`src/rtl/sdrm_pkg.sv`:
```
`timescale 1ns/1ps
package sdrm_pkg;
  localparam int BANK_W   = 3;
  localparam int ROW_W    = 14;
  localparam int COL_W    = 10;
  localparam int GRP_W    = 3;   // column bits inside the largest burst group
  localparam int COLHI_W  = COL_W - GRP_W;
  localparam int CL_W     = 4;
  localparam int MIN_CL   = 2;
  localparam int MAX_CL   = 8;
  localparam int RESET_CL = 3;

  typedef enum logic [1:0] {
    CMD_NOP = 2'd0,
    CMD_ACT = 2'd1,
    CMD_RD  = 2'd2,
    CMD_PRE = 2'd3
  } cmdKind_e;

  // accepted read travelling through the latency pipeline
  typedef struct packed {
    logic               valid;
    logic               bl8;
    logic [BANK_W-1:0]  bank;
    logic [COLHI_W-1:0] colHi;
    logic [GRP_W-1:0]   col;
  } launch_t;

  // per-cycle strobe from control to datapath
  typedef struct packed {
    logic               emit;
    logic [BANK_W-1:0]  bank;
    logic [COLHI_W-1:0] colHi;
    logic [GRP_W-1:0]   col;
  } strobe_t;
endpackage

```
`src/rtl/sdrm_ctrl.sv`:
```
`timescale 1ns/1ps
module sdrm_ctrl
  import sdrm_pkg::*;
#(
  parameter int NBANK = 1 << BANK_W
) (
  input  logic              clk,
  input  logic              rstN,
  input  logic [1:0]        cmd,
  input  logic [BANK_W-1:0] cmdBank,
  input  logic [ROW_W-1:0]  cmdRow,
  input  logic [COL_W-1:0]  cmdCol,
  input  logic              cfgWe,
  input  logic [CL_W-1:0]   cfgCl,
  input  logic              cfgBl8,
  output launch_t           launch,
  output logic [CL_W-1:0]   curCl,
  output logic              errRow,
  output logic              errConflict
);
  localparam int RESV_W = $clog2(MAX_CL + 8 + 1);

  cmdKind_e          cmdKind;
  logic [NBANK-1:0]  rowOpen;
  logic [ROW_W-1:0]  openRow [NBANK];
  logic              curBl8;
  logic [RESV_W-1:0] resv;       // edges still reserved on the output, from the next edge
  logic [RESV_W-1:0] burstLen;
  logic              isRead, rowHit, busBusy, acceptRd, cfgOk;

  assign cmdKind  = cmdKind_e'(cmd);
  assign isRead   = (cmdKind == CMD_RD);
  assign rowHit   = rowOpen[cmdBank] && (openRow[cmdBank] == cmdRow);
  assign burstLen = curBl8 ? RESV_W'(8) : RESV_W'(4);
  assign busBusy  = resv > RESV_W'(curCl);
  assign acceptRd = isRead && rowHit && !busBusy;
  assign cfgOk    = cfgWe && !isRead && (resv == '0) &&
                    (cfgCl >= CL_W'(MIN_CL)) && (cfgCl <= CL_W'(MAX_CL));

  always_comb begin
    launch.valid = acceptRd;
    launch.bl8   = curBl8;
    launch.bank  = cmdBank;
    launch.colHi = cmdCol[COL_W-1:GRP_W];
    launch.col   = cmdCol[GRP_W-1:0];
  end

  // open-row table
  always_ff @(posedge clk) begin
    if (!rstN) begin
      rowOpen <= '0;
      for (int i = 0; i < NBANK; i++) openRow[i] <= '0;
    end else begin
      case (cmdKind)
        CMD_ACT: begin
          rowOpen[cmdBank] <= 1'b1;
          openRow[cmdBank] <= cmdRow;
        end
        CMD_PRE: rowOpen[cmdBank] <= 1'b0;
        default: ;
      endcase
    end
  end

  // configuration, output reservation and error pulses
  always_ff @(posedge clk) begin
    if (!rstN) begin
      curCl       <= CL_W'(RESET_CL);
      curBl8      <= 1'b0;
      resv        <= '0;
      errRow      <= 1'b0;
      errConflict <= 1'b0;
    end else begin
      if (cfgOk) begin
        curCl  <= cfgCl;
        curBl8 <= cfgBl8;
      end
      if (acceptRd)          resv <= RESV_W'(curCl) + burstLen - RESV_W'(1);
      else if (resv != '0)   resv <= resv - RESV_W'(1);
      errRow      <= isRead && !rowHit;
      errConflict <= isRead && rowHit && busBusy;
    end
  end

  AST_ERR_EXCLUSIVE: assert property (@(posedge clk) disable iff (!rstN)
    !(errRow && errConflict));
  AST_CL_IN_RANGE: assert property (@(posedge clk) disable iff (!rstN)
    (curCl >= CL_W'(MIN_CL)) && (curCl <= CL_W'(MAX_CL)));
  AST_CL_HELD_IN_FLIGHT: assert property (@(posedge clk) disable iff (!rstN)
    (resv != '0) |=> $stable(curCl));
  AST_BL_HELD_IN_FLIGHT: assert property (@(posedge clk) disable iff (!rstN)
    (resv != '0) |=> $stable(curBl8));
endmodule

```
`config.mk`:
```
export PLATFORM = sky130hd
export DESIGN_NAME = sdrm_ctrl
export DESIGN_NICKNAME = d
export VERILOG_FILES = /design/src/rtl/sdrm_pkg.sv /design/src/rtl/sdrm_ctrl.sv
export SDC_FILE = /design/constraint.sdc
export NUM_CORES = 1
export LEC_CHECK = 0
export BUFFER_PORTS_ARGS = -buffer_cell sky130_fd_sc_hd__buf_2
export CAP_MARGIN = 15
export CORE_MARGIN = 2
export CORE_UTILIZATION = 39
export CTS_CLUSTER_DIAMETER = 80
export DETAILED_ROUTE_END_ITERATION = 10
export HOLD_SLACK_MARGIN = 0.12
export PLACE_DENSITY = 0.62
export SYNTH_ARGS = -nofsm -noshare
export SYNTH_HDL_FRONTEND = slang
export SYNTH_SLANG_ARGS = --single-unit
```
`constraint.sdc`:
```
create_clock -name clk -period 6.64 [get_ports clk]
set_input_delay 0 -clock clk [delete_from_list [all_inputs] [get_ports clk]]
set_output_delay 0 -clock clk [all_outputs]
set_load 0.01 [all_outputs]
```
Yosys cells after proc, flatten, opt, wreduce, memory -nomap -nowiden
Memory sizes are Yosys's and may differ from the RTL's.
Index checks and enable logic that the tools add are counted.

storage, ports and cells
  output and inout bits = 21
  register bits after elaboration = 20
  logic and storage cells = 55
  memory bits (writable) = 112
  input bits = 37
  memories kept = 1

memory list
  memory   depth  bits a word  read ports  clocked after Yosys merged registers in  write ports  RTL line         RTL
  openRow  8      14           1           0                                        8            sdrm_ctrl.sv:25  logic [ROW_W-1:0] openRow [NBANK];

operators by class
  reduce and logical (&&, ||, !) cells = 18
  bitwise logic cells = 3
  add/subtract/negate cells = 3
  multiplexer cells = 15
  eq/ne operators = 4
  order comparisons = 5

operators by type and width
  cell                                                                                 number
  8-bit one-hot mux with 2 select lines                                                1
  14-bit equality test                                                                 1
  14-bit 2-to-1 mux                                                                    1
  14-bit OR reduction                                                                  1
  1-bit logical AND                                                                    10
  5-bit 2-to-1 mux                                                                     2
  5-bit by 1-bit subtractor with 5-bit output, second input constant                   2
  8-bit AND                                                                            1
  8-bit inverter                                                                       1
  8-bit bitwise OR                                                                     1
  1-bit 2-to-1 mux                                                                     7
  4-bit by 4-bit adder with 5-bit output                                               1
  5-bit by 4-bit greater-than comparator with 1-bit output                             1
  5-bit zero test                                                                      1
  5-bit nonzero test                                                                   1
  2-bit equality test, second input constant                                           2
  4-bit by 2-bit greater-or-equal comparator with 1-bit output, second input constant  1
  4-bit less-or-equal comparator, second input constant                                1
  3-bit by 4-bit < comparator with 1-bit output, second input constant                 1
  4-bit 2-to-1 mux                                                                     1
  2-bit nonzero test                                                                   2
  1-bit binary-select mux with 3-bit select                                            1
  1-bit demux with 3-bit select                                                        1
  3-bit by 1-bit greater-or-equal comparator with 1-bit output, second input constant  1
  other kinds (3)                                                                      5

Logic depth before layout (Yosys ltp)
  word-level depth = 7
  gate-level depth with buffers = 12
  depth with buffers taken out = 9

Worst setup path after synthesis
OpenSTA, ideal clock, no wires.

  path type = in2reg
  from = input port cmdBank[0]
  to = memory openRow[0][0] (enable)
  stages on the path = 7
  data arrival time = 2.563 ns
  path slack = 3.673 ns
  setup time = 0.404 ns
  path buffers = 5
  cells stage by stage = buf_6 > buf_6 > buf_2 > buf_1 > or4b_2 > clkbuf_1 > o21ai_0

RTL lines
  element             RTL line         RTL
  start: declaration  sdrm_ctrl.sv:10  input logic [BANK_W-1:0] cmdBank,
  end: declaration    sdrm_ctrl.sv:25

==> results.sh <==
export IMPL_antenna_left=0
export IMPL_htree_levels=4
export IMPL_hold_viol=0
export IMPL_cts_made_buffers=17
export IMPL_cts_repair_resized=0
export IMPL_cts_tree="done"
export IMPL_totalNegativeSetupSlack_ns=0
export IMPL_grt_pass1_vias=4520
export IMPL_io_pins=58
export IMPL_required_ns=6.64
export IMPL_grt_total_usage_pct=19.4
export IMPL_area_growth_pct=19.3
export IMPL_fmax_mhz=285
export IMPL_clkPwrFrac_pct=42.0
export IMPL_yosysWarnings=0
export IMPL_max_slew_margin_rel_pct=27.2
export IMPL_rsz0062_at_grt="false"
export IMPL_drc=0
export IMPL_layout_drive_gt1_share_pct=18.5
export IMPL_coreArea_um2=16600
export IMPL_synthArstFlopShare_pct=0
export IMPL_routedWlPerCell_um=20.3
export IMPL_row_count=47
export IMPL_power_leakage_nw=3.01
export IMPL_finalNetCount=637
export IMPL_cts_setup_buffers=0
export IMPL_syn_inst=526
export IMPL_routed_wl_um=16600
export IMPL_holdCritPathClass="input pin to register"
export IMPL_crit_path_end_kind="output port"
export IMPL_place_congestion=0.830
export IMPL_rrSetupSlack_ns=3.94
export IMPL_yosys_most_used_dff="edfxtp_1"
export IMPL_antenna_found_initial=0
export IMPL_grt_overflow=0
export IMPL_crit_arrival_ns=3.51
export IMPL_first_pass_iters=5
export IMPL_antenna_cells=0
export IMPL_die_area_um2=18200
export IMPL_cts_root_buf="clkbuf_16"
export IMPL_synth_seq_cells=132
export IMPL_grt_first_pass_wirelength_um=25800
export IMPL_drt_iter0_markers=248
export IMPL_hold_ws_ns=0.174
export IMPL_hold_depth=4
export IMPL_tightestPinTransition_ns=1.09
export IMPL_chipWidth_um=135
export IMPL_switching_share_pct=26.0
export IMPL_via_count=4395
export IMPL_cp_max_fo=29
export IMPL_cp_start_kind="input pin"
export IMPL_place_hpwl_um=10700
export IMPL_power_density_nw_per_um2=289
export IMPL_die_y_um=135
export IMPL_power_frac_seq_pct=42.9
export IMPL_grt_max_degree=30
export IMPL_status="finished clean"
export IMPL_reg2regPathDepth=7
export IMPL_report_final_slew_viol_count=0
export IMPL_p_switching_mw=0.599
export IMPL_synth_nets=575
export IMPL_finalPower_mw=2.30
export IMPL_r2r_start="openRow[3][4]"
export IMPL_power_frac_comb_pct=15.0
export IMPL_power_internal_mw=1.70
export IMPL_clk_latency_ns=0.43
export IMPL_synth_edff_count=112
export IMPL_path_clk_slew_ns=0.06
export IMPL_setup_viol=0
export IMPL_fin_crit_ns=3.51
export IMPL_ys_seq_area_share_pct=56.3
export IMPL_rr_endpoint="resv[2]"
export IMPL_skew_ns=0.00905
export IMPL_max_cap_viol_count=0
export IMPL_crit_type="input pin to output port"
export IMPL_cts_num_sinks=132
export IMPL_clockBufferDepth=2
export IMPL_netlist_area_um2=6680
export IMPL_start_util_pct=40.2
export IMPL_peakVddDrop_mv=0.200
export IMPL_via_per_inst=5.35
export IMPL_period_share_pct=52.8
export IMPL_fill_cells=1452
export IMPL_portBuffers=37
export IMPL_critPathCapture="launch[14]"
export IMPL_ys_types=49
export IMPL_avgSynthCellArea_um2=12.7
export IMPL_startpoint="cmdBank[0]"
export IMPL_hold_buffers=34
synthesized netlist by cell type (3+ instances only):
cell      number  share of area [%]
a22oi_1        6               0.67
nor2_1        15               0.84
xor2_1         8                1.0
inv_1         11               0.62
a21o_1         3               0.34
a311oi_1       4               0.52
o21ai_0       16                1.2
nand4_1        5               0.47
clkbuf_1      20                1.1
mux2_2        14                2.4
edfxtp_1     112                 50
nand3_1        4               0.30
and3_1         3               0.28
nand2_1       18                1.0
mux4_2         8                2.7
xnor2_1       10                1.3
mux4_1         3                1.2
mux2i_1       37                5.5
ha_1          11                2.1
buf_6          3               0.51
nor3_1         3               0.22
o22ai_1        9               0.84
nor2b_1        5               0.47
buf_4         18                2.0
dfxtp_1       20                6.0
and2_1       114                 11
a221oi_1       5               0.66
or3_1          7               0.66
a21oi_1       10               0.75
worst min-delay path by stage:
stage	to	startpoint	slack (ns)
after floorplan	launch[0]	cmdCol[0]	0.09
after global placement	launch[0]	cmdCol[0]	0.00007
after detailed placement	launch[0]	cmdCol[0]	0.00007
after CTS	curCl[3]	cfgWe	0.16
after global routing	curCl[3]	cfgWe	0.21
final	curCl[3]	cfgWe	0.17
flip-flops by register name, summed over array words and instances, names as in the netlist, named ones only:
register,flops
curCl,4
openRow,112
curBl8,1
resv,5
errConflict,1
errRow,1
power by group through the flow:
| stage | Clock (mW) | Sequential, mW | Combinational [mW] |
|---|---|---|---|
| 6_report | 0.967 | 0.988 | 0.346 |
| 5_1_grt | 1.01 | 0.995 | 0.383 |
| 4_1_cts | 0.977 | 0.989 | 0.339 |
| 3_5_place_dp | 0 | 1.01 | 0.318 |
| 3_3_place_gp | 0 | 1.00 | 0.307 |
| 2_1_floorplan | 0 | 0.997 | 0.235 |
cell families (layout without fill, tap and decap cells):
group / Yosys count / count (layout) / share of synthesized area (%)
and+or+nand+nor: 187 / 187 / 16.6
muxes: 63 / 63 / 12.1
AOI/OAI and AO/OA: 58 / 58 / 5.71
buffers and inverters: 56 / 131 / 4.55
DFF: 132 / 132 / 56.3
xor gates and xnor gates: 18 / 18 / 2.36
adders and majority gates: 12 / 12 / 2.36
cell type report:
class	instances	area, um^2	share of cell area, %
clock inverter	14	179	2.24
timing repair buffer	88	669	8.39
tap	220	275	3.45
clock buffer	18	429	5.38
inverter	11	41.3	0.518
multi-input combinational	338	2620	32.8
sequential	132	3760	47.2
placed cells by master, fill, tap and decap left out, types with 6 or more instances in the layout:
cell | netlist | routed
o21ai_0 | 16 | 8
o21ai_1 | 0 | 8
dlygate4sd3_1 | 0 | 34
o22ai_1 | 9 | 9
edfxtp_1 | 112 | 112
ha_1 | 11 | 11
xor2_1 | 8 | 8
a22oi_1 | 6 | 6
buf_2 | 2 | 37
nor2_1 | 15 | 15
mux2i_1 | 37 | 37
mux4_2 | 8 | 8
inv_1 | 11 | 11
nand2_1 | 18 | 18
xnor2_1 | 10 | 10
dfxtp_1 | 20 | 20
buf_4 | 18 | 11
or3_1 | 7 | 7
mux2_2 | 14 | 14
a21oi_1 | 10 | 10
clkbuf_16 | 0 | 17
and2_1 | 114 | 114
routing by layer:
metal / vias up / GRT usage (%) / part of all wire, %
li1: 2021 / - / -
met1: 2182 / 25.3 / 44
met2: 160 / 31.1 / 48
met3: 32 / 4.65 / 6.0
met4: 0 / 8.01 / 2.5
met5: - / 0 / 0
critical path, stage by stage:
cell and delay, ns:
buf_2 0.58, buf_4 0.54, mux4_2 0.57, mux2i_1 0.18
xor2_1 0.23, and3_1 0.19, nand3_1 0.07, nor4_1 0.71
and3_1 0.27, buf_2 0.13
per-stage QoR:
| stage | util, % | cell area, um^2 | setup slack [ns] | std cells |
|---|---|---|---|---|
| 3_5_place_dp | 41.9 | 6980 | 3.18 | 750 |
| 2_1_floorplan | - | 6680 | 3.67 | 526 |
| 3_3_place_gp | 41.8 | 6960 | 3.26 | 749 |
| 4_1_cts | 47.6 | 7920 | 3.20 | 816 |
| 5_1_grt | 47.9 | 7970 | 2.92 | 821 |
| 6_report | 47.9 | 7970 | 3.13 | 821 |
Power figures use the tool's default switching activity.
